File: config.mk
export PLATFORM = sky130hd
export DESIGN_NAME = bitband_bridge
export DESIGN_NICKNAME = d
export VERILOG_FILES = /design/src/rtl/bb_pkg.sv /design/src/rtl/bb_addr_xlate.sv /design/src/rtl/bb_bit_merge.sv /design/src/rtl/bb_seq.sv /design/src/rtl/bitband_bridge.sv
export SDC_FILE = /design/constraint.sdc
export NUM_CORES = 1
export LEC_CHECK = 0
export BUFFER_PORTS_ARGS = -buffer_cell sky130_fd_sc_hd__buf_4
export CAP_MARGIN = 20
export CORE_AREA = 2 2 165 102
export DETAILED_ROUTE_END_ITERATION = 7
export DIE_AREA = 0 0 167 104
export GPL_ROUTABILITY_DRIVEN = 0
export PLACE_DENSITY = 0.82
export SLEW_MARGIN = 20
export SYNTH_ARGS = -nofsm -noshare
export SYNTH_HDL_FRONTEND = slang
export SYNTH_SLANG_ARGS = --single-unit
File: constraint.sdc
create_clock -name clk -period 5.75 [get_ports clk]
set_input_delay 1.725 -clock clk [delete_from_list [all_inputs] [get_ports clk]]
set_output_delay 1.725 -clock clk [all_outputs]
set_load 0.05 [all_outputs]
File: src/rtl/bb_pkg.sv
`timescale 1ns/1ps
package bb_pkg;
  parameter int ADDR_W = 32;
  parameter int DATA_W = 32;
  localparam int IDX_W = $clog2(DATA_W);

  typedef enum logic [1:0] {
    SZ_BYTE = 2'd0,
    SZ_HALF = 2'd1,
    SZ_WORD = 2'd2,
    SZ_WIDE = 2'd3
  } bb_size_e;

  typedef enum logic [2:0] {
    ST_IDLE,
    ST_ISSUE_A,
    ST_WAIT_A,
    ST_ISSUE_B,
    ST_WAIT_B,
    ST_RESP
  } bb_state_e;

  typedef struct packed {
    logic [ADDR_W-1:0] addr;
    logic              write;
    bb_size_e          size;
    logic [DATA_W-1:0] wdata;
  } bb_req_t;
endpackage

File: src/rtl/bb_addr_xlate.sv
`timescale 1ns/1ps
module bb_addr_xlate
  import bb_pkg::*;
#(
  parameter int                       SPAN_LOG2 = 25,
  parameter int                       KEEP_HI   = 3,
  parameter int                       N_WIN     = 2,
  parameter logic [N_WIN*ADDR_W-1:0]  WIN_BASES = {32'h4200_0000, 32'h2200_0000}
) (
  input  logic [ADDR_W-1:0] addr,
  input  bb_size_e          size,
  output logic              is_alias,
  output logic [ADDR_W-1:0] real_addr,
  output logic [IDX_W-1:0]  bit_idx,
  output bb_size_e          eff_size
);
  localparam int STRIDE_LOG2 = $clog2(DATA_W / 8);
  localparam int SHIFT       = STRIDE_LOG2 + 3;
  localparam logic [ADDR_W-1:0] TAG_MASK  = {ADDR_W{1'b1}} << SPAN_LOG2;
  localparam logic [ADDR_W-1:0] SPAN_MASK = ~TAG_MASK;
  localparam logic [ADDR_W-1:0] HI_MASK   = ~({ADDR_W{1'b1}} >> KEEP_HI);

  logic [N_WIN-1:0] hit;

  for (genvar w = 0; w < N_WIN; w++) begin : g_win
    localparam logic [ADDR_W-1:0] BASE = WIN_BASES[w*ADDR_W +: ADDR_W];
    assign hit[w] = ((addr & TAG_MASK) == (BASE & TAG_MASK));
  end

  assign is_alias = |hit;
  assign eff_size = (size == SZ_WIDE) ? SZ_WORD : size;

  logic [ADDR_W-1:0] base_addr;
  logic [IDX_W-1:0]  raw_idx;

  always_comb begin
    base_addr = (addr & HI_MASK) | ((addr & SPAN_MASK) >> SHIFT);
    raw_idx   = addr[STRIDE_LOG2 +: IDX_W];
    real_addr = base_addr;
    bit_idx   = raw_idx;
    unique case (eff_size)
      SZ_BYTE: begin
        bit_idx = raw_idx & IDX_W'(7);
      end
      SZ_HALF: begin
        real_addr[0] = 1'b0;
        bit_idx      = raw_idx & IDX_W'(15);
      end
      default: begin
        real_addr[STRIDE_LOG2-1:0] = '0;
      end
    endcase
  end
endmodule

File: src/rtl/bb_bit_merge.sv
`timescale 1ns/1ps
module bb_bit_merge
  import bb_pkg::*;
(
  input  logic [DATA_W-1:0] rdata,
  input  bb_size_e          size,
  input  logic [IDX_W-1:0]  bit_idx,
  input  logic              set_val,
  output logic              bit_val,
  output logic [DATA_W-1:0] new_data
);
  logic [DATA_W-1:0] lane;
  logic [DATA_W-1:0] sel;
  logic [DATA_W-1:0] masked;

  always_comb begin
    unique case (size)
      SZ_BYTE: lane = DATA_W'(8'hFF);
      SZ_HALF: lane = DATA_W'(16'hFFFF);
      default: lane = '1;
    endcase
    sel      = DATA_W'(1) << bit_idx;
    masked   = rdata & lane;
    bit_val  = |(masked & sel);
    new_data = set_val ? (masked | sel) : (masked & ~sel);
  end
endmodule

File: src/rtl/bb_seq.sv
`timescale 1ns/1ps
module bb_seq
  import bb_pkg::*;
(
  input  logic              clk,
  input  logic              rst_n,
  input  logic              req_valid,
  output logic              req_ready,
  input  bb_req_t           req,
  output logic [ADDR_W-1:0] cap_addr,
  output bb_size_e          cap_size,
  output logic              cap_set,
  input  logic              is_alias,
  input  logic [ADDR_W-1:0] real_addr,
  input  bb_size_e          eff_size,
  input  logic              bit_val,
  input  logic [DATA_W-1:0] new_data,
  output logic              rsp_valid,
  input  logic              rsp_ready,
  output logic [DATA_W-1:0] rsp_rdata,
  output logic              mem_req_valid,
  input  logic              mem_req_ready,
  output logic [ADDR_W-1:0] mem_addr,
  output logic              mem_write,
  output bb_size_e          mem_size,
  output logic [DATA_W-1:0] mem_wdata,
  input  logic              mem_rsp_valid,
  input  logic [DATA_W-1:0] mem_rdata
);
  bb_state_e         state;
  bb_req_t           cap;
  logic [DATA_W-1:0] wb_q;
  logic [DATA_W-1:0] rsp_q;

  always_ff @(posedge clk) begin
    if (!rst_n) begin
      state <= ST_IDLE;
      cap   <= '0;
      wb_q  <= '0;
      rsp_q <= '0;
    end else begin
      unique case (state)
        ST_IDLE: begin
          if (req_valid) begin
            cap   <= req;
            state <= ST_ISSUE_A;
          end
        end
        ST_ISSUE_A: begin
          if (mem_req_ready) state <= ST_WAIT_A;
        end
        ST_WAIT_A: begin
          if (mem_rsp_valid) begin
            if (is_alias && cap.write) begin
              wb_q  <= new_data;
              state <= ST_ISSUE_B;
            end else begin
              if (is_alias)       rsp_q <= DATA_W'(bit_val);
              else if (cap.write) rsp_q <= '0;
              else                rsp_q <= mem_rdata;
              state <= ST_RESP;
            end
          end
        end
        ST_ISSUE_B: begin
          if (mem_req_ready) state <= ST_WAIT_B;
        end
        ST_WAIT_B: begin
          if (mem_rsp_valid) begin
            rsp_q <= '0;
            state <= ST_RESP;
          end
        end
        ST_RESP: begin
          if (rsp_ready) state <= ST_IDLE;
        end
        default: state <= ST_IDLE;
      endcase
    end
  end

  assign req_ready     = (state == ST_IDLE);
  assign rsp_valid     = (state == ST_RESP);
  assign rsp_rdata     = rsp_q;
  assign cap_addr      = cap.addr;
  assign cap_size      = cap.size;
  assign cap_set       = cap.wdata[0];
  assign mem_req_valid = (state == ST_ISSUE_A) || (state == ST_ISSUE_B);

  always_comb begin
    if (is_alias) begin
      mem_addr  = real_addr;
      mem_size  = eff_size;
      mem_write = (state == ST_ISSUE_B);
      mem_wdata = (state == ST_ISSUE_B) ? wb_q : '0;
    end else begin
      mem_addr  = cap.addr;
      mem_size  = cap.size;
      mem_write = cap.write;
      mem_wdata = cap.wdata;
    end
  end
endmodule

File: src/rtl/bitband_bridge.sv
`timescale 1ns/1ps
module bitband_bridge
  import bb_pkg::*;
#(
  parameter int                SPAN_LOG2  = 25,
  parameter logic [ADDR_W-1:0] WIN_BASE_A = 32'h2200_0000,
  parameter logic [ADDR_W-1:0] WIN_BASE_B = 32'h4200_0000
) (
  input  logic              clk,
  input  logic              rst_n,
  input  logic              req_valid,
  output logic              req_ready,
  input  logic [ADDR_W-1:0] req_addr,
  input  logic              req_write,
  input  logic [1:0]        req_size,
  input  logic [DATA_W-1:0] req_wdata,
  output logic              rsp_valid,
  input  logic              rsp_ready,
  output logic [DATA_W-1:0] rsp_rdata,
  output logic              mem_req_valid,
  input  logic              mem_req_ready,
  output logic [ADDR_W-1:0] mem_addr,
  output logic              mem_write,
  output logic [1:0]        mem_size,
  output logic [DATA_W-1:0] mem_wdata,
  input  logic              mem_rsp_valid,
  input  logic [DATA_W-1:0] mem_rdata
);
  bb_req_t           req_s;
  logic [ADDR_W-1:0] cap_addr;
  bb_size_e          cap_size;
  logic              cap_set;
  logic              is_alias;
  logic [ADDR_W-1:0] real_addr;
  logic [IDX_W-1:0]  bit_idx;
  bb_size_e          eff_size;
  logic              bit_val;
  logic [DATA_W-1:0] new_data;
  bb_size_e          mem_size_e;

  assign req_s.addr  = req_addr;
  assign req_s.write = req_write;
  assign req_s.size  = bb_size_e'(req_size);
  assign req_s.wdata = req_wdata;
  assign mem_size    = mem_size_e;

  bb_addr_xlate #(
    .SPAN_LOG2 (SPAN_LOG2),
    .KEEP_HI   (3),
    .N_WIN     (2),
    .WIN_BASES ({WIN_BASE_B, WIN_BASE_A})
  ) xlate_i (
    .addr      (cap_addr),
    .size      (cap_size),
    .is_alias  (is_alias),
    .real_addr (real_addr),
    .bit_idx   (bit_idx),
    .eff_size  (eff_size)
  );

  bb_bit_merge merge_i (
    .rdata    (mem_rdata),
    .size     (eff_size),
    .bit_idx  (bit_idx),
    .set_val  (cap_set),
    .bit_val  (bit_val),
    .new_data (new_data)
  );

  bb_seq seq_i (
    .clk           (clk),
    .rst_n         (rst_n),
    .req_valid     (req_valid),
    .req_ready     (req_ready),
    .req           (req_s),
    .cap_addr      (cap_addr),
    .cap_size      (cap_size),
    .cap_set       (cap_set),
    .is_alias      (is_alias),
    .real_addr     (real_addr),
    .eff_size      (eff_size),
    .bit_val       (bit_val),
    .new_data      (new_data),
    .rsp_valid     (rsp_valid),
    .rsp_ready     (rsp_ready),
    .rsp_rdata     (rsp_rdata),
    .mem_req_valid (mem_req_valid),
    .mem_req_ready (mem_req_ready),
    .mem_addr      (mem_addr),
    .mem_write     (mem_write),
    .mem_size      (mem_size_e),
    .mem_wdata     (mem_wdata),
    .mem_rsp_valid (mem_rsp_valid),
    .mem_rdata     (mem_rdata)
  );
endmodule

# Yosys cells after proc, flatten, opt, wreduce, memory -nomap -nowiden
# Index checks and enable logic that the tools add are counted.
# classes
n_addsub,0
n_mul,0
div_mod_pow,0
n_lt_le_gt_ge,0
eq_ne,16
shift,1
muxes,25
n_bitwise,6
reduce_logical,12
# ops
cell,count
two-way mux 32 bit,9
case mux 32 bit (2 select lines),2
bitwise AND 32 bit,3
inverter 32 bit,1
OR 32 x 20 -> 32 bit,1
OR 32 bit,1
OR reduction 32 bit,1
"left shift 1 x 5 -> 32 bit, first input constant",1
two-way mux 3 bit,7
case mux 3 bit (6 select lines),1
"!= test 2 bit, second input constant",6
case mux 5 bit (2 select lines),1
"== test 7 x 5 -> 1 bit, second input constant",1
"== test 7 x 6 -> 1 bit, second input constant",1
"== test 3 x 2 -> 1 bit, second input constant",2
"== test 3 bit, second input constant",2
AND reduction 6 bit,1
two-way mux 2 bit,2
AND reduction 4 bit,1
OR reduction 2 bit,2
"== test 3 x 1 -> 1 bit, second input constant",1
zero test 3 bit,1
two-way mux 1 bit,3
AND reduction 3 bit,1
8 further kinds,8
# word_totals
reg_bits,134
latchBits,0
ram_bits,0
mem_bits_ro,0
input_bits,105
out_inout_bits,102
word_cells,67
mem_count,0

# Depth between registers and ports, before layout
# Gate-level depths: netlist (run 1).
# logic_depth
ltp_word,11
mapped_depth,9
ltp_nobuf,6

# Cells and area by module
# Synthesis (run 1) repeated with hierarchy kept, for this count alone.
# hier_totals
hier_cells,957
area_unflattened_um2,7482.2
# modules_own_cells
module,instances,cells_each,area_each_um2
bb_seq,1,720,5978.2
bb_bit_merge,1,194,1191.1
bb_addr_xlate,1,43,312.8

# Worst setup path after synthesis (run 1)
# OpenSTA, ideal clock, no wires.
# synth_path
path_type,register -> output
from,reg seq_i.cap (netlist bit seq_i.cap_addr[26])
to,out mem_addr[0]
arrival_ps,2088
t_required_ps,4025
slack_ps,1937
stages_incl_launch_ff,7
path_cell_list,dfxtp_1 -> or4b_4 -> nor3_4 -> clkbuf_1 -> clkbuf_1 -> nand3_1 -> nand2_1
# synth_between
elab_chain_len,3
elab_cells_between_ends,4
# synth_lines
element,line,rtl
from (decl),bb_seq.sv:31,bb_req_t cap;
from (signal assigned),bb_seq.sv:45,cap <= req;
== test 7 x 5 -> 1 bit or == test 7 x 6 -> 1 bit (tied branches),bb_addr_xlate.sv:27,assign hit[w] = ((addr & TAG_MASK) == (BASE & TAG_MASK));
OR reduction 2 bit (*),bb_addr_xlate.sv:30,assign is_alias = |hit;
two-way mux 32 bit (*),bb_seq.sv:91,if (is_alias) begin
to (decl),bitband_bridge.sv:22,"output logic [ADDR_W-1:0] mem_addr,"
# Every way passes the cells marked *; elsewhere a longest branch is shown, timed or not.

# Final worst setup path (run 1)
# Same ends and word-level chain as after synthesis.

==> results by group, run 1 <==
Critical path
  – Crit path required time: about 4.0 ns
  – Reg2reg path depth: 6
  – CP max stage cell: buf_4
  – CP max FO: 60
  – Worst setup SP type: register
  – CP Class: reg -> out
  – Cell Chain, Critical Path: or4b_4 -> nor3_4 -> buf_4 -> nand3_1 -> nand2_1 -> buf_4
  – WP data arrival: between 2 and 3 ns
  – Endpoint type of the worst setup path: output port
  – Worst flop-to-flop path startpoint: seq_i.cap_addr[26]
  – Most frequent CP cell: buf_4
  – Max stage delay on crit path: 0.59 ns
  – R2R Setup Slk: around 3.0 ns
  – Worst r2r dst: seq_i.rsp_rdata[0]

Worst hold path
  – Hold Crit Start: seq_i.rsp_rdata[7]
  – Hold EP: seq_i.rsp_rdata[7]
  – Min-Delay Path Class: reg -> reg
  – Hold Path Stages: 2

Logic synthesis
  – Area leader, netlist: dfxtp_1
  – Simple-Gate Fraction of Synth Area: about a third
  – Syn nets: between 1,000 and 1,500
  – Yosys reg bits: between 100 and 150
  – XOR/XNOR Fraction of Synth Area: 0.125%
  – Top post-synthesis cells by area: dfxtp_1 38%, nand2_1 18%, a21boi_0 11%, nand3_1 5.5%, clkbuf_1 4.6%
  – Async SR Flop Fraction: 0%
  – Synthesis Warnings: 0
  – Number of synthesized flops with an enable pin: 0
  – Gate Count Post-Synth: 982
  – Yosys top cell area share: 38.3%
  – Count leader, synth: nand2_1
  – Post-synthesis area per instance: just over 7 sq um
  – Synth Flop Type: dfxtp_1
  – Compound-Gate Fraction of Synth Area: just under 20%
  – Register area share after synthesis: 38.3%
  – Commonest cells in the netlist: 344 x nand2_1, 134 x dfxtp_1, 101 x a21boi_0
  – Post-Synth Adder-Cell Area: 0%
  – Mux share of post-synthesis cell area: roughly 3.3%
  – Yosys cell types: 45
  – Main combinational cell family by area after synthesis: simple AND/OR/NAND/NOR gates
  – Mapped cell area: between 6000 and 7000 sq um

STA
  – F_max: around 0.23 GHz
  – Tcrit/Tclk final: about three quarters
  – Final Skew: between 0.01 and 0.015 ns
  – Unrepaired setup endpoints after global routing: false
  – Fin Setup TNS: 0 ns
  – Max Transition Viols Final: 0
  – Fin. Hold Viols: 0
  – Worst hold margin: 0.463 ns
  – Tightest Pin Transition: approximately 1.1 ns
  – Tmin final: approximately 4.3 ns
  – Final setup viols: 0
  – Slew HR: 25.7%

Clocking
  – CTS root buf: clkbuf_16
  – TritonCTS Buffers: 17
  – Cts hold-fix bufs: 0
  – Clock sinks: about 130
  – Clock transition at path regs: approximately 0.070 ns
  – CTS tree: built
  – H-tree depth: 4
  – Post-CTS resize count: 0
  – Clock Latency Late Sink: slightly above 0.4 ns
  – Setup Buffers After CTS: 0
  – Clock Tree Buf Depth: 2

GRT
  – Largest net degree at the start of global routing: between 70 and 80
  – Most Crowded Layer GR: met1
  – Initial antenna violation count: 0
  – Total Routing Usage GR: 25.3%
  – First-pass GRT wire length: about 36,000 um
  – Congestion Overflow GR: 0
  – Met3 Track Usage GR: under 10%
  – GRT met2 Usage: a little over a third
  – Met1 Use GR: between 30 and 40%
  – Vias in the first global route: between 6,000 and 7,000

Detailed routing
  – Number of vias per cell: around 5.4
  – DRT iter0 DRCs: between 700 and 800
  – Vias: 7,211
  – First-pass DRT Iterations: 6
  – Post-route ant nets: 0
  – Drt wl/cell: 16.7 um
  – Detailed-route DRC error count: 0
  – Detailed Route WL: around 22,000 um

Die
  – Initial Utilization: 44.0%
  – Core area: approximately 16,000 sq um
  – Die area: around 17,000 sq um
  – Chip Width: around 170 um
  – Std cell rows: 36
  – Die Y: 104 um
  – Io pins: around 210

Power
  – Logic gate share of total power: around 25%
  – Clock Power Share: a little under two fifths
  – Share of power burned in registers: between 30% and 40%
  – Cell Pwr Density: about 300 nW/um^2
  – Peak supply drop: between 0.0001 and 0.00015 V
  – Internal: 0.00178 W
  – Sw Ratio: a little over a third
  – Switching power: 0.000980 W
  – Pleak: between 3 and 4 nW

Cells and area
  – Share of layout cells above drive strength 1: a little under a quarter
  – Antenna diodes: 0
  – Fillers: approximately 1,500
  – Register area: between 2000 and 3000 sq um
  – Layout area overhead: 29.8%
  – Final net count: around 1,200
  – Fin area: 9080 sq um
  – Multi-input logic area: approximately 4000 sq um

Place
  – Input/output buffers: a little over 200
  – Placed cell area: ~8500 sq um
  – Post-DP HPWL: ~16,000 um

Outcome
  – Status: finished clean

Flow run
  – Max Cap Viol: 0
-- sequential cells by signal, indices dropped and copies added, names as in the netlist --
signal / cells
seq_i.wb_q: 32
seq_i.cap: 32
seq_i.cap_addr: 32
seq_i.rsp_rdata: 32
seq_i.cap_set: 1
seq_i.cap_size: 2
seq_i.state: 3
-- routing by layer --
| metal | vias up | wire [um] |
|---|---|---|
| li1 | 3553 | - |
| met1 | 3338 | 10900 |
| met2 | 312 | 9040 |
| met3 | 8 | 2320 |
| met4 | 0 | 85 |
| met5 | - | 0 |
-- power by group through the flow --
stage	Sequential [W]	Clock, W	Combinational (W)
after floorplan	0.00106	0	0.000460
after CTS	0.00105	0.00103	0.000691
final	0.00105	0.00102	0.000692
after global placement	0.00107	0	0.000682
after global routing	0.00106	0.00108	0.000741
after detailed placement	0.00107	0	0.000689
-- worst max-delay path by stage --
| stage | from | endpoint | depth (start not counted) |
|---|---|---|---|
| floorplan | seq_i.cap_addr[26] | mem_addr[0] | 6 |
| CTS | seq_i.cap_addr[26] | mem_addr[21] | 4 |
| global placement | seq_i.cap_addr[26] | mem_addr[25] | 4 |
| finish | seq_i.cap_addr[26] | mem_addr[0] | 6 |
| detailed placement | seq_i.cap_addr[26] | mem_addr[21] | 4 |
| global route | seq_i.cap_addr[26] | mem_addr[0] | 6 |
-- kinds of logic (layout without fill, tap and decap cells) --
| family | after synthesis | in the layout |
|---|---|---|
| muxes | 23 | 23 |
| AOI/OAI and AO/OA | 202 | 202 |
| and+or+nand+nor | 525 | 525 |
| xor gates and xnor gates | 1 | 1 |
| buffers and inverters | 97 | 247 |
| DFF | 134 | 134 |
-- cell type report --
cell class	count	share of cell area, %
timing repair buffer	215	17.8
sequential	134	29.5
tap	209	2.88
multi-input combinational	751	43.7
clock buffer	18	4.83
clock inverter	14	1.29
-- worst max-delay path, delay by kind of cell, from the launching register on --
kind                   cells  cell delay [ns]
buffers and inverters      2             0.80
DFF                        1             0.32
and+or+nand+nor            4             1.05
-- placed cells by master, fill, tap and decap left out, drive strengths merged, types with 6 or more instances in the layout --
cell / n
nor2: 16
a31oi: 15
a21oi: 25
a21boi: 101
dfxtp: 134
nand4: 6
nand2: 344
o21ai: 35
and2: 39
nand3: 77
mux2i: 21
a22oi: 9
nor2b: 15
clkbuf: 18
buf: 215
-- through the flow --
| stage | util [%] | setup slack (ns) | cells | total power [W] |
|---|---|---|---|---|
| after floorplan | - | 1.94 | 982 | 0.00152 |
| after global placement | 53.6 | 1.72 | 1309 | 0.00175 |
| after detailed placement | 53.6 | 1.71 | 1309 | 0.00176 |
| after CTS | 57.1 | 1.25 | 1341 | 0.00277 |
| after global routing | 57.1 | 1.33 | 1341 | 0.00288 |
| final | 57.1 | 1.43 | 1341 | 0.00276 |
No activity file was read; power rests on OpenSTA's default activity.
==> inputs of run 2 (changes only) <==
==> constraint.sdc (replaced) <==
create_clock -name clk -period 4.5 [get_ports clk]
set_input_delay 1.35 -clock clk [delete_from_list [all_inputs] [get_ports clk]]
set_output_delay 1.35 -clock clk [all_outputs]
set_load 0.05 [all_outputs]
==> run 2 against run 1 <==
  * Global-route usage decreased by 0.41 points
  * Sequential power increased by 28%
  * Design area increased by 0.79%
  * Cell count increased by 0.22%
  * Critical path type unchanged
  * First-iteration DRC count decreased by 1.9%
  * Worst hold slack got worse by 0.0020 ns
  * Critical endpoint is now mem_addr[20]
  * Flip-flop and latch count unchanged
  * Sequential share of layout area decreased by 0.23 points
  * Non-clock buffer count increased by 3
  * Via count decreased by 0.29%
  * Total power increased by 31%
==> results by group, run 2 (synthesized netlist as in run 1, its figures left out) <==
Die
  – Die Y: 104 um (unchanged)
  – Std cell rows: 36 (unchanged)
  – Die area: 17,400 sq um (unchanged)
  – Initial Utilization: 44.0% (unchanged)
  – Core area: 15,900 sq um (unchanged)
  – Chip Width: 167 um (unchanged)
  – Io pins: 207 (unchanged)

Detailed routing
  – DRT iter0 DRCs: 716 (-1.9%)
  – Number of vias per cell: 5.35 (-0.51%)
  – Drt wl/cell: 16.3 um (-2.1%)
  – Detailed Route WL: 22,000 um (-1.8%)
  – Post-route ant nets: 0 (unchanged)
  – First-pass DRT Iterations: 5 (-1)
  – Vias: 7,190 (-0.29%)
  – Detailed-route DRC error count: 0 (unchanged)

Flow run
  – Max Cap Viol: 0 (unchanged)

GRT
  – Met1 Use GR: 38.0% (-0.48 points)
  – Vias in the first global route: 6,535 (-0.92%)
  – Initial antenna violation count: 0 (unchanged)
  – Most Crowded Layer GR: met1
  – GRT met2 Usage: 34.2% (-1.5 points)
  – Total Routing Usage GR: 24.9% (-0.41 points)
  – Congestion Overflow GR: 0 (unchanged)
  – First-pass GRT wire length: 35,000 um (-1.5%)
  – Largest net degree at the start of global routing: 94 (+19%)
  – Met3 Track Usage GR: 7.95% (+0.95 points)

Cells and area
  – Final net count: 1,227 (+0.25%)
  – Antenna diodes: 0 (unchanged)
  – Share of layout cells above drive strength 1: 23.2% (+0.12 points)
  – Fin area: 9160 sq um (+0.79%)
  – Layout area overhead: 30.8%
  – Most frequent cells in the layout: 343 x nand2_1, 216 x buf_4, 134 x dfxtp_1, 101 x a21boi_0, 77 x nand3_1
  – Commonest non-fill, non-tap cell in the layout: nand2_1
  – Final Util: 57.6% (+0.45 points)

STA
  – Tcrit/Tclk final: ~83%
  – Final Skew: 0.0123 ns (+0.00105 ns)
  – Max Transition Viols Final: 0 (unchanged)
  – Fin Setup TNS: 0 ns (unchanged)
  – Worst hold margin: 0.461 ns (-0.00200 ns)
  – Unrepaired setup endpoints after global routing: false
  – Tightest Pin Transition: 0.930 ns (-0.183 ns)
  – F_max: 0.267 GHz
  – Slew HR: 37.9% (+12 points)
  – Fin. Hold Viols: 0 (unchanged)
  – Final setup viols: 0 (unchanged)
  – Tmin final: between 3 and 4 ns

Critical path
  – CP max FO: 60 (unchanged)
  – CP max stage cell: or3_4
  – Max stage delay on crit path: 0.61 ns (+0.02 ns)
  – Worst setup SP type: register
  – Reg2reg path depth: 8 (+2)
  – Cell Chain, Critical Path: or4b_4 -> or3_4 -> and2_1 -> buf_4
  – CP Class: reg -> out
  – Endpoint type of the worst setup path: output port
  – Critical Path Source: seq_i.cap_addr[26]
  – R2R Setup Slk: 1.62 ns (-1.40 ns)
  – WP data arrival: 2.39 ns (-0.21 ns)
  – Worst r2r dst: seq_i.wb_q[20]
  – Worst flop-to-flop path startpoint: seq_i.cap_addr[26]
  – Crit path required time: 3.15 ns (-0.88 ns)

Clocking
  – Post-CTS resize count: 0 (unchanged)
  – CTS root buf: clkbuf_16
  – H-tree depth: 4 (unchanged)
  – Clock sinks: 134 (unchanged)
  – Cts hold-fix bufs: 0 (unchanged)
  – Clock transition at path regs: 0.07 ns (about the same)
  – Clock Tree Buf Depth: 2 (unchanged)
  – CTS tree: built
  – Clock Latency Late Sink: 0.41 ns (about the same)
  – Setup Buffers After CTS: 0 (unchanged)
  – TritonCTS Buffers: 17 (unchanged)

Power
  – Cell Pwr Density: 396 nW/um^2 (+30%)
  – Peak supply drop: 0.000186 V (+30%)
  – Total power: 0.00362 W (+31%)
  – Pleak: 3.97 nW (+1.3%)

Place
  – Input/output buffers: 206 (unchanged)
  – Placed cell area: 8550 sq um (+0.32%)
  – Post-DP HPWL: 15,600 um (-0.60%)

Worst hold path
  – Hold Crit Start: seq_i.rsp_rdata[12]
  – Hold EP: seq_i.rsp_rdata[12]
  – Hold Path Stages: 2 (unchanged)
  – Min-Delay Path Class: reg -> reg

Outcome
  – Status: finished clean
run 2: cell types whose count changed in the layout (fill, tap and decap cells not counted), sizes merged:
cell	change
inv	+2
clkinvlp	-4
buf	+3
clkbuf	-1
bufinv	+2
clkinv	+1
run 2: worst max path at each step:
stage,to,slack [ns],cells after the start
after global placement,mem_addr[25],0.86,4
after global routing,mem_wdata[4],0.64,5
after detailed placement,mem_addr[20],0.84,4
after floorplan,mem_addr[0],1.06,6
after CTS,mem_addr[20],0.37,4
final,mem_addr[20],0.76,4
run 2: through the flow:
stage	cells	worst slack (ns)
final	1344	0.761
after CTS	1343	0.372
after detailed placement	1311	0.837
after global routing	1344	0.638
after floorplan	982	1.06
after global placement	1311	0.859
run 2: where the power goes:
group	leakage, nW	switching, W	total, W	internal (W)
clock	0.290	0.000561	0.00139	0.000829
combinational	2.59	0.000598	0.000890	0.000292
sequential	1.09	0.0000837	0.00134	0.00126
run 2: critical path, delay by kind of cell (launching register included):
kind	cells	cell delay [ns]
buffers and inverters	1	0.18
AND/OR/NAND/NOR	3	1.45
flip-flops	1	0.33
run 2: layout make-up:
cell class	instances	area, sq um
clock buffer	17	425
clock inverter	15	165
fill	1446	6740
multi-input combinational	751	3970
sequential	134	2680
tap	209	262
timing repair buffer	218	1650
run 2: layer usage:
layer	up-vias	part of all wire (%)
li1	3554	-
met1	3315	50
met2	306	40
met3	15	10
met4	0	0.59
met5	-	0
==> inputs of run 3 (changes only) <==
--- a/config.mk
+++ b/config.mk
@@ -11,7 +11,7 @@
 export DETAILED_ROUTE_END_ITERATION = 7
 export DIE_AREA = 0 0 167 104
 export GPL_ROUTABILITY_DRIVEN = 0
-export PLACE_DENSITY = 0.82
+export PLACE_DENSITY = 0.85
 export SLEW_MARGIN = 20
 export SYNTH_ARGS = -nofsm -noshare
 export SYNTH_HDL_FRONTEND = slang
==> constraint.sdc (replaced) <==
create_clock -name clk -period 3.2 [get_ports clk]
set_input_delay 0.96 -clock clk [delete_from_list [all_inputs] [get_ports clk]]
set_output_delay 0.96 -clock clk [all_outputs]
set_load 0.05 [all_outputs]
==> run 3 against run 2 <==
  * Flip-flop and latch count unchanged
  * Highest routed layer unchanged
  * Critical path type unchanged
  * Global-route usage increased by 1.5 points
  * Clock power up 43%
  * Non-clock buffer count grew 22
  * First-iteration DRC count fell by 1.5%
==> results by group, run 3 (synthesized netlist as in run 1, its figures left out) <==
Clocking
  – Clock Latency Late Sink: 0.42 ns (about the same)
  – Clock Tree Buf Depth: 2 (unchanged)
  – H-tree depth: 4 (unchanged)
  – Clock transition at path regs: 0.06 ns (about the same)
  – CTS root buf: clkbuf_16
  – CTS tree: built
  – Clock sinks: 134 (unchanged)
  – TritonCTS Buffers: 17 (unchanged)

STA
  – Final setup viols: 0 (unchanged)
  – Final Skew: 0.0103 ns (-0.00194 ns)
  – Tcrit/Tclk final: between 90 and 100%
  – Worst hold margin: 0.461 ns (+0.000280 ns)
  – F_max: 0.313 GHz
  – Tmin final: roughly 3.2 ns
  – Fin. Hold Viols: 0 (unchanged)
  – Unrepaired setup endpoints after global routing: true
  – Slew HR: 37.6% (-0.29 points)
  – Max Transition Viols Final: 0 (unchanged)
  – Fin Setup TNS: 0 ns (unchanged)
  – Tightest Pin Transition: 0.934 ns (+0.00429 ns)

GRT
  – Largest net degree at the start of global routing: 68 (-28%)
  – Initial antenna violation count: 0 (unchanged)
  – Congestion Overflow GR: 0 (unchanged)
  – Vias in the first global route: 6,777 (+3.7%)
  – Total Routing Usage GR: 26.4% (+1.5 points)
  – First-pass GRT wire length: 36,600 um (+4.6%)

Critical path
  – Cell Chain, Critical Path: or4b_4 -> nor3_4 -> buf_6 -> buf_12 -> nand3b_1 -> nand2_1 -> buf_6
  – Crit. path cell count: 7 (+3)
  – Max stage delay on crit path: 0.55 ns (-0.06 ns)
  – Reg2reg path depth: 11 (+3)
  – Endpoint type of the worst setup path: output port
  – CP max stage cell: or4b_4
  – Worst setup SP type: register
  – CP max FO: 8 (-87%)
  – Worst path bufs/invs: 3 (+2)
  – Crit path required time: 2.24 ns (-0.91 ns)
  – Critical path's top delay family: simple AND/OR/NAND/NOR gates
  – CP Class: reg -> out
  – WP data arrival: 2.23 ns (-0.16 ns)
  – Most frequent CP cell: buf_6

Place
  – Input/output buffers: 206 (unchanged)
  – Post-DP HPWL: 16,100 um (+2.7%)

Cells and area
  – Commonest non-fill, non-tap cell in the layout: nand2_1
  – Fillers: 1,338 (-7.5%)
  – Antenna diodes: 0 (unchanged)
  – Register area: 2690 sq um (+0.19%)
  – Multi-input logic area: 4150 sq um (+4.6%)
  – Most frequent cells in the layout: 307 x nand2_1, 171 x buf_4, 130 x dfxtp_1, 100 x a21boi_0, 70 x nand3_1
  – Share of layout cells above drive strength 1: 29.2% (+6.0 points)
  – Layout area overhead: 42.5%
  – Final net count: 1,249 (+1.8%)

Die
  – Die Y: 104 um (unchanged)
  – Std cell rows: 36 (unchanged)
  – Io pins: 207 (unchanged)
  – Initial Utilization: 44.0% (unchanged)
  – Chip Width: 167 um (unchanged)
  – Core area: 15,900 sq um (unchanged)
  – Die area: 17,400 sq um (unchanged)

Outcome
  – Status: finished clean

Power
  – Clock Power Share: 37.6% (-0.8 points)
  – Cell Pwr Density: 531 nW/um^2 (+34%)
  – Internal: 0.00348 W (+46%)
  – Peak supply drop: 0.000336 V (+81%)
  – Pleak: 4.33 nW (+9.0%)
  – Switching power: 0.00182 W (+46%)
  – Logic gate share of total power: 26.6% (+2.0 points)
  – Share of power burned in registers: 35.8% (-1.3 points)
  – Sw Ratio: 34.3% (-0.038 points)

Detailed routing
  – Drt wl/cell: 17.8 um (+8.6%)
  – DRT iter0 DRCs: 705 (-1.5%)
  – Number of vias per cell: 5.58 (+4.3%)
  – Vias: 7,620 (+6.0%)
  – Post-route ant nets: 0 (unchanged)
  – Detailed-route DRC error count: 0 (unchanged)
  – Detailed Route WL: 24,200 um (+10%)
  – First-pass DRT Iterations: 5 (unchanged)

Worst hold path
  – Hold Path Stages: 2 (unchanged)
  – Min-Delay Path Class: reg -> reg

Flow run
  – Max Cap Viol: 0 (unchanged)
run 3: cell types whose count changed in the layout (fill, tap and decap cells not counted), sizes merged:
cell      delta
buf         +20
clkbuf       +4
clkinv       -1
clkinvlp     +3
inv          -4
run 3: cell type report:
class / count / area share [%]
multi-input cells: 751 / 41.6
flip-flops and latches: 134 / 27.0
repair buffers: 240 / 22.8
clock buffers: 19 / 4.54
well taps: 209 / 2.62
clock inverters: 13 / 1.48
run 3: metal layers:
metal,global-route usage [%],share of wire [%]
met5,0,0
met4,6.28,1.5
met3,8.64,11
met2,38.1,42
met1,37.9,46
run 3: power by group through the flow:
stage	logic [W]	clock network, W	registers (W)
after floorplan	0.000827	0	0.00191
after global placement	0.00125	0	0.00191
after detailed placement	0.00126	0	0.00192
after CTS	0.00134	0.00201	0.00188
after global routing	0.00149	0.00210	0.00191
final	0.00141	0.00199	0.00189
run 3: worst paths after layout:
kind	from	to	slack [ns]
setup reg to reg	seq_i.cap_addr[27]	seq_i.wb_q[12]	0.27
setup / recovery	seq_i.cap_addr[27]	mem_addr[1]	0.007
hold / removal	seq_i.rsp_rdata[14]	seq_i.rsp_rdata[14]	0.46
hold reg to reg	seq_i.rsp_rdata[14]	seq_i.rsp_rdata[14]	0.46
run 3: repair_timing:
action	in CTS	in global routing
endpoints found under the setup margin	59	60
pin swaps	4	30
buffers inserted	5	1
gates cloned	4	2
gates resized for setup	72	80
hold buffers	0	0
run 3: tightest hold or removal path, delay by kind of cell (launching register included):
kind            cells  cell delay, ns
compound gates      1            0.06
simple gates        1            0.05
flops               1            0.31
run 3: through the flow:
| stage | worst slack (ns) | power, W | instance area, sq um | std cells | util (%) |
|---|---|---|---|---|---|
| after floorplan | 0.152 | 0.00274 | 7000 | 982 | - |
| after global placement | 0.292 | 0.00316 | 8650 | 1322 | 54.4 |
| after detailed placement | 0.271 | 0.00318 | 8650 | 1322 | 54.4 |
| after CTS | -0.0681 | 0.00523 | 9650 | 1363 | 60.7 |
| after global routing | -0.0701 | 0.00550 | 9970 | 1366 | 62.7 |
| final | 0.00688 | 0.00530 | 9970 | 1366 | 62.7 |
